===== src/rtl/pwm_tmr_pkg.sv =====
package pwm_tmr_pkg;

    localparam int ADDR_W = 3;
    localparam int N_CMP  = 2;

    typedef enum logic [1:0] {
        CLK_DIV4  = 2'b00,
        CLK_DIV8  = 2'b01,
        CLK_DIV16 = 2'b10,
        CLK_HOLD  = 2'b11
    } clk_sel_e;

    typedef enum logic [ADDR_W-1:0] {
        A_CTRL  = 3'd0,
        A_C1_HI = 3'd1,
        A_C1_LO = 3'd2,
        A_C2_HI = 3'd3,
        A_C2_LO = 3'd4
    } reg_addr_e;

    typedef enum logic [1:0] {
        MODE_FREE,
        MODE_ONE_PULSE,
        MODE_PWM
    } tmr_mode_e;

    // bit 0 lvl1, bit 1 lvl2, bit 2 out_en, bit 3 pwm_en, bit 4 one_pulse, bits 6:5 clk_sel
    typedef struct packed {
        clk_sel_e clk_sel;
        logic     one_pulse;
        logic     pwm_en;
        logic     out_en;
        logic     lvl2;
        logic     lvl1;
    } ctrl_t;

    localparam int CTRL_W = $bits(ctrl_t);

    localparam ctrl_t CTRL_RESET = '{clk_sel: CLK_HOLD, default: 1'b0};

    function automatic logic [3:0] div_mask(input clk_sel_e sel);
        case (sel)
            CLK_DIV4:  return 4'd3;
            CLK_DIV8:  return 4'd7;
            CLK_DIV16: return 4'd15;
            default:   return 4'd0;
        endcase
    endfunction

    // the pulse-width mode wins over the single-pulse request
    function automatic tmr_mode_e pick_mode(input ctrl_t c);
        if (c.pwm_en && c.out_en) return MODE_PWM;
        if (c.one_pulse)          return MODE_ONE_PULSE;
        return MODE_FREE;
    endfunction

endpackage


===== src/rtl/pwm_tmr_prescaler.sv =====
module pwm_tmr_prescaler
    import pwm_tmr_pkg::*;
#(
    parameter int PRE_W = 4
) (
    input  logic     clk,
    input  logic     rst,
    input  clk_sel_e sel,
    output logic     tick
);

    logic [PRE_W-1:0] pre_q;
    logic [PRE_W-1:0] mask;

    always_comb begin
        mask = PRE_W'(div_mask(sel));
        tick = (sel != CLK_HOLD) && ((pre_q & mask) == mask);
    end

    always_ff @(posedge clk) begin
        if (rst) begin
            pre_q <= '0;
        end else if (sel != CLK_HOLD) begin
            pre_q <= pre_q + 1'b1;
        end
    end

endmodule


===== src/rtl/pwm_tmr_cmp_reg.sv =====
module pwm_tmr_cmp_reg #(
    parameter int CNT_W = 16
) (
    input  logic               clk,
    input  logic               rst,
    input  logic               wr_hi,
    input  logic               wr_lo,
    input  logic [CNT_W/2-1:0] wr_byte,
    output logic [CNT_W-1:0]   val,
    output logic               armed
);

    localparam int HALF_W = CNT_W / 2;

    always_ff @(posedge clk) begin
        if (rst) begin
            val   <= '1;
            armed <= 1'b1;
        end else if (wr_hi) begin
            val[CNT_W-1:HALF_W] <= wr_byte;
            armed               <= 1'b0;
        end else if (wr_lo) begin
            val[HALF_W-1:0] <= wr_byte;
            armed           <= 1'b1;
        end
    end

endmodule


===== src/rtl/pwm_tmr_core.sv =====
module pwm_tmr_core
    import pwm_tmr_pkg::*;
#(
    parameter int               CNT_W      = 16,
    parameter logic [CNT_W-1:0] RELOAD_VAL = 16'hFFFC
) (
    input  logic                        clk,
    input  logic                        rst,
    input  logic                        tick,
    input  ctrl_t                       ctrl,
    input  logic [N_CMP-1:0][CNT_W-1:0] cmp_val,
    input  logic [N_CMP-1:0]            armed,
    input  logic [N_CMP-1:0]            flag_clr,
    output logic [CNT_W-1:0]            cnt,
    output logic                        pin,
    output logic [N_CMP-1:0]            flags
);

    tmr_mode_e        mode;
    logic [N_CMP-1:0] hit;
    logic             period_end;

    always_comb begin
        mode = pick_mode(ctrl);
        for (int i = 0; i < N_CMP; i++) begin
            hit[i] = armed[i] && (cnt == cmp_val[i]);
        end
        period_end = (mode == MODE_PWM) && hit[1];
    end

    always_ff @(posedge clk) begin
        if (rst) begin
            cnt <= '0;
        end else if (tick) begin
            cnt <= period_end ? RELOAD_VAL : cnt + 1'b1;
        end
    end

    // compare-2 action has priority over compare-1 on the same tick
    always_ff @(posedge clk) begin
        if (rst) begin
            pin <= 1'b0;
        end else if (tick && ctrl.out_en) begin
            if (period_end) begin
                pin <= ctrl.lvl2;
            end else if (hit[0]) begin
                pin <= ctrl.lvl1;
            end
        end
    end

    for (genvar i = 0; i < N_CMP; i++) begin : g_flag
        always_ff @(posedge clk) begin
            if (rst) begin
                flags[i] <= 1'b0;
            end else if (tick && !ctrl.pwm_en && hit[i]) begin
                flags[i] <= 1'b1;
            end else if (flag_clr[i]) begin
                flags[i] <= 1'b0;
            end
        end
    end

endmodule


===== src/rtl/pwm_cmp_timer.sv =====
module pwm_cmp_timer
    import pwm_tmr_pkg::*;
#(
    parameter int CNT_W       = 16,
    parameter int PRE_W       = 4,
    parameter int RELOAD_BACK = 4
) (
    input  logic               clk,
    input  logic               rst,
    input  logic               wr_en,
    input  logic [ADDR_W-1:0]  wr_addr,
    input  logic [CNT_W/2-1:0] wr_data,
    output logic [CNT_W-1:0]   cnt_val,
    output logic               cmp_out,
    output logic               flag_cmp1,
    output logic               flag_cmp2
);

    localparam logic [CNT_W-1:0] RELOAD_VAL = {CNT_W{1'b1}} - CNT_W'(RELOAD_BACK - 1);

    ctrl_t                       ctrl_q;
    logic                        tick_w;
    logic [N_CMP-1:0][CNT_W-1:0] cmp_val;
    logic [N_CMP-1:0]            armed;
    logic [N_CMP-1:0]            wr_hi;
    logic [N_CMP-1:0]            wr_lo;
    logic                        pin_q;
    logic [N_CMP-1:0]            flags_q;

    always_ff @(posedge clk) begin
        if (rst) begin
            ctrl_q <= CTRL_RESET;
        end else if (wr_en && wr_addr == A_CTRL) begin
            ctrl_q <= ctrl_t'(wr_data[CTRL_W-1:0]);
        end
    end

    pwm_tmr_prescaler #(.PRE_W(PRE_W)) i_pre (
        .clk  (clk),
        .rst  (rst),
        .sel  (ctrl_q.clk_sel),
        .tick (tick_w)
    );

    for (genvar i = 0; i < N_CMP; i++) begin : g_cmp
        localparam logic [ADDR_W-1:0] HI_A = ADDR_W'(1 + 2 * i);
        localparam logic [ADDR_W-1:0] LO_A = ADDR_W'(2 + 2 * i);

        assign wr_hi[i] = wr_en && (wr_addr == HI_A);
        assign wr_lo[i] = wr_en && (wr_addr == LO_A);

        pwm_tmr_cmp_reg #(.CNT_W(CNT_W)) i_reg (
            .clk     (clk),
            .rst     (rst),
            .wr_hi   (wr_hi[i]),
            .wr_lo   (wr_lo[i]),
            .wr_byte (wr_data),
            .val     (cmp_val[i]),
            .armed   (armed[i])
        );
    end

    pwm_tmr_core #(.CNT_W(CNT_W), .RELOAD_VAL(RELOAD_VAL)) i_core (
        .clk      (clk),
        .rst      (rst),
        .tick     (tick_w),
        .ctrl     (ctrl_q),
        .cmp_val  (cmp_val),
        .armed    (armed),
        .flag_clr (wr_lo),
        .cnt      (cnt_val),
        .pin      (pin_q),
        .flags    (flags_q)
    );

    assign cmp_out   = ctrl_q.out_en & pin_q;
    assign flag_cmp1 = flags_q[0];
    assign flag_cmp2 = flags_q[1];

endmodule


===== config.mk =====
export PLATFORM = sky130hd
export DESIGN_NAME = pwm_cmp_timer
export DESIGN_NICKNAME = d
export VERILOG_FILES = /design/src/rtl/pwm_tmr_pkg.sv /design/src/rtl/pwm_tmr_prescaler.sv /design/src/rtl/pwm_tmr_cmp_reg.sv /design/src/rtl/pwm_tmr_core.sv /design/src/rtl/pwm_cmp_timer.sv
export SDC_FILE = /design/constraint.sdc
export NUM_CORES = 1
export LEC_CHECK = 0
export ABC_AREA = 0
export BUFFER_PORTS_ARGS = -buffer_cell sky130_fd_sc_hd__buf_2
export CORE_AREA = 3 3 104 116
export CTS_CLUSTER_DIAMETER = 50
export DETAILED_ROUTE_END_ITERATION = 10
export DIE_AREA = 0 0 107 119
export PLACE_DENSITY_LB_ADDON = 0.3
export SLEW_MARGIN = 20
export SYNTH_ARGS = -nofsm -noshare
export SYNTH_HDL_FRONTEND = slang
export SYNTH_HIERARCHICAL = 1
export SYNTH_SLANG_ARGS = --single-unit

===== constraint.sdc =====
create_clock -name clk -period 7.1 [get_ports clk]
set_input_delay 0.355 -clock clk [delete_from_list [all_inputs] [get_ports clk]]
set_output_delay 0.355 -clock clk [all_outputs]
set_load 0.005 [all_outputs]

### Yosys cells after proc, flatten, opt, wreduce, memory -nomap -nowiden

Cells that the tools add are included.

* add/subtract/negate cells: 2
* multiply operators: 0
* div/mod/pow operators: 0
* $lt $le $gt $ge: 0
* eq/ne operators: 11
* shift operators: 0
* multiplexer cells: 19
* bitwise gates (word level): 4
* reductions and logical operators: 25

Operators by type and width (count)
* $eq A16 B16 Y1: 2
* $add A16 B1 Y16 const B: 1
* $mux W16: 1
* $logic_and A1 B1 Y1: 14
* $mux W1: 13
* $pmux W4 S3: 1
* $reduce_bool A2 Y1: 5
* $mux W2: 4
* $eq A3 B2 Y1 const B: 2
* $reduce_and A2 Y1: 3
* $add A4 B1 Y4 const B: 1
* $and A4 B4 Y4: 1
* $eq A2 B2 Y1 const B: 2
* $eq A4 B4 Y1: 1
* $eq A3 B1 Y1 const B: 1
* $eq A3 B3 Y1 const B: 1
* $logic_not A3 Y1: 1
* $eq A2 B1 Y1 const B: 1
* $logic_not A2 Y1: 1
* $ne A2 B2 Y1 const B: 1
* $not A1 Y1: 2
* $and A1 B1 Y1: 1
* $logic_not A1 Y1: 1

* flip-flop bits (word level): 64
* latch bits: 0
* RAM bits: 0
* bits in read-only memories: 0
* bits of input ports: 14
* output and inout bits: 19
* logic and storage cells: 78
* memories kept: 0

### Longest topological paths before layout

* depth in word-level cells: 9
* depth in mapped cells: 11
* mapped depth without buffers: 11

### Modules after synthesis

The synthesis kept the hierarchy.

Modules (own cells, without submodules)
* pwm_tmr_core: instances 1, cells each 157, area an instance 1391.3 sq um, sequential area each 380.4 sq um
* pwm_tmr_cmp_reg: instances 2, cells each 65, area an instance 655.6 sq um, sequential area each 340.3 sq um
* pwm_cmp_timer: instances 1, cells each 37, area an instance 365.4 sq um, sequential area each 140.1 sq um
* pwm_tmr_prescaler: instances 1, cells each 23, area an instance 220.2 sq um, sequential area each 80.1 sq um

### Worst setup path after synthesis

No wires, ideal clock.

* path kind: flip-flop to flip-flop
* start point: reg ctrl_q[5] (netlist bit)
* end point: reg i_core.cnt[15]
* library setup time: 0.073 ns
* data arrival time: 2.194 ns
* data required time: 7.027 ns
* slack: 4.833 ns
* cell stages (with the launch flop): 11
* buffers on the path: 0
* period minus slack after synthesis: 2.267 ns
* cell sequence: dfxtp_1 -> inv_1 -> ha_1 -> o22ai_1 -> nor3_1 -> nand4_1 -> nor2_2 -> nand3_2 -> or3_1 -> xor2_1 -> a21oi_1

* word-level cells in the longest chain between the ends: 5
* elaborated cells between the ends (all ways): 8
* those cells by class: eq/ne (4); mux (1); bitwise (1); reduce/logical (2)

Ends and longest elaborated chain
* from (decl): line pwm_cmp_timer.sv:21 `ctrl_t ctrl_q;`
* from (signal assigned): line pwm_cmp_timer.sv:34 `ctrl_q <= ctrl_t'(wr_data[CTRL_W-1:0]);`
* $eq A2 B2 Y1 (tied with other cells): line pwm_tmr_pkg.sv:42 `case (sel)`
* $pmux W4 S3: line pwm_tmr_pkg.sv:42
* $and A4 B4 Y4: line pwm_tmr_prescaler.sv:17 `tick = (sel != CLK_HOLD) && ((pre_q & mask) == mask);`
* $eq A4 B4 Y1: line pwm_tmr_prescaler.sv:17
* $logic_and A1 B1 Y1 *: line pwm_tmr_prescaler.sv:17
* net tick_w: line pwm_cmp_timer.sv:22 `logic tick_w;`
* to (signal assigned): line pwm_tmr_core.sv:35 `cnt <= period_end ? RELOAD_VAL : cnt + 1'b1;`
* to (decl): line pwm_tmr_core.sv:14 `output logic [CNT_W-1:0] cnt,`

The timed path passes the listed nets; every way through them passes the cells marked *.
A chain may end at the register's enable or synchronous reset.

### Worst setup path in the final report

Ends and elaborated chain as after synthesis.

==> impl_results.md <==
- Clk slew on worst S/H paths: roughly 0.050 ns
- Drt wl/cell: between 10 and 15 microns
- Setup ws final: between 4 and 5 ns
- Fin crit share: 37.38%
- Number of global-route vias before repair: between 2000 and 2500
- Die ar.: between 0.01 and 0.015 sq mm
- Min-delay worst type: in -> reg
- Status: finished clean
- Finished Layout Cells: around 520
- Maximum clock rate: between 0.3 and 0.4 GHz
- Post-DR vias/cell: between 4 and 5
- CTS buffer count: 9
- Crit Path Class: reg -> reg
- Post-Syn Area per Cell: roughly 9.5 sq um
- Pin slew with the least headroom to its limit: between 0.9 and 1 ns
- I/O pins: 33
- Worst path top cell family by delay: simple AND/OR/NAND/NOR gates
- Initial antenna violation count: 0
- Setup slack, reg-to-reg: 4.45 ns
- Largest net degree at the start of global routing: 87
- Largest fanout on the critical path: 6
- Clk root buf: clkbuf_16
- CTS Buffer Depth: 2
- Final GP Congestion: around 0.74
- # rows: 40
- Die Ht: 119 microns
- Global-route wire length before repair: 12.08 mm
- Final Setup Violations: 0
- Slowest CP cell: nor3_1
- Area grow syn2layout: 14.42%
- Overflow after GRT: 0
- GR Util All Layers: around an eighth
- Drt total wl: 7.326 mm
- RSZ-0062 raised after global routing: no
- PwrDens: between 200 and 250 mW/mm^2
- Slew Limit Fails: 0
- Post_cts resized: 0
- WP data arrival: 2.81 ns
- Die X: roughly 110 microns
- Total number of vias: between 2000 and 2500
- Leak Pwr: 1.358 nW
- Drt drc: 0
- Worst vdd ir: slightly below 0.1 mV
- DP HPWL: 5.231 mm
- # H-tree levels: 3
- CTS sink cnt: between 60 and 70
- Net count after synthesis: ~360
- Placeable Area: 0.01096 sq mm
- Crit path buf inv count: 1
- Setup repair bufs after CTS: 0
- Final-stage net count: roughly 390
- CP cell instances: inv_1, ha_1, o22ai_1, nor3_1, nand4_1, nor2_2, nand3_2, or3_1, xor2_1, a21oi_1
- Setup crit end kind: flop
- Post-Synthesis Cells: between 300 and 400
- TritonCTS clock tree: built
- Starting Density: 29.61%
- Skew-Pair Late Insertion Delay: approximately 0.32 ns
- Share of post-route cells with drive strength above 1: about a fifth
- Placed Instances: between 500 and 600
- Antenna Violating Nets Remaining: 0
- Hold Vio Cnt, Final: 0
- Cts hold-fix bufs: 0
- Most common cell after layout, fill and taps aside: dfxtp_1
- Rel. slew slack: roughly 36%
- # port buffers: 32
- Most frequent cells in the layout: dfxtp_1, nor2_1, buf_2, xor2_1, mux2i_1
- Pre-CTS setup slack: about 4.5 ns
- Mapped Area: between 0.003 and 0.004 sq mm
- Hold slack final: 0.3061 ns
- Element type at the critical path start: flop
- YS warnings: 6
- DRT Pass-1 Iters: 4
- Min Tclk post-route: 2.654 ns
- Drt initial violations: roughly 150
- CP max stage delay: between 0.5 and 0.6 ns
- Req. time, crit path: about 7.3 ns
- Final clock skew: between 0.007 and 0.008 ns
- Setup TNS: 0 ns
- # diodes: 0
- Max-cap viol count: 0
-- registers in the layout, summed over array words and instances (netlist names) --
name,flops
g_cmp.i_reg/val,32
i_core/cnt,16
ctrl_q,6
i_core/flags,2
g_cmp.i_reg/armed,2
i_pre/pre_q,4
i_core/pin,1
-- worst paths after layout --
| path | from | to | depth (start not counted) |
|---|---|---|---|
| setup reg to reg | ctrl_q[5]$_SDFFE_PP1P_ | i_core/cnt[15]$_SDFFE_PP0P_ | 10 |
| hold reg to reg | ctrl_q[0]$_SDFFE_PP0P_ | ctrl_q[0]$_SDFFE_PP0P_ | 2 |
| hold / removal | wr_data[7] | g_cmp[0].i_reg/val[15]$_SDFFE_PP1P_ | 2 |
| setup / recovery | ctrl_q[5]$_SDFFE_PP1P_ | i_core/cnt[15]$_SDFFE_PP0P_ | 10 |
-- metrics by stage --
stage	cell area, sq um	utilization, %	power [mW]
final	3714	33.88	0.8156
after global routing	3714	33.88	0.8474
after CTS	3714	33.88	0.8260
after detailed placement	3437	31.36	0.4190
after global placement	3437	31.36	0.4177
after floorplan	3246	-	0.4046
-- layout make-up --
type                       instances  area (sq um)
sequential                        63          1261
clock buffer                      12         256.5
multi-input combinational        254          1805
tap                              147         183.9
clock inverter                     4         20.02
fill                            1136          7247
inverter                           5         18.77
timing repair buffer              33         167.7
-- routing by layer --
layer | track usage, % | part of all wire (%)
met1 | 16.18 | 48
met2 | 19.17 | 46
met3 | 3.035 | 3.8
met4 | 4.796 | 1.7
met5 | 0 | 0
-- power breakdown --
part	total, mW	switching (mW)	internal [mW]
sequential	0.366	0.00537	0.361
combinational	0.0448	0.0267	0.0180
clock	0.404	0.152	0.253
total	0.816	0.184	0.632
Note: power is estimated with default switching activity, not from simulation.
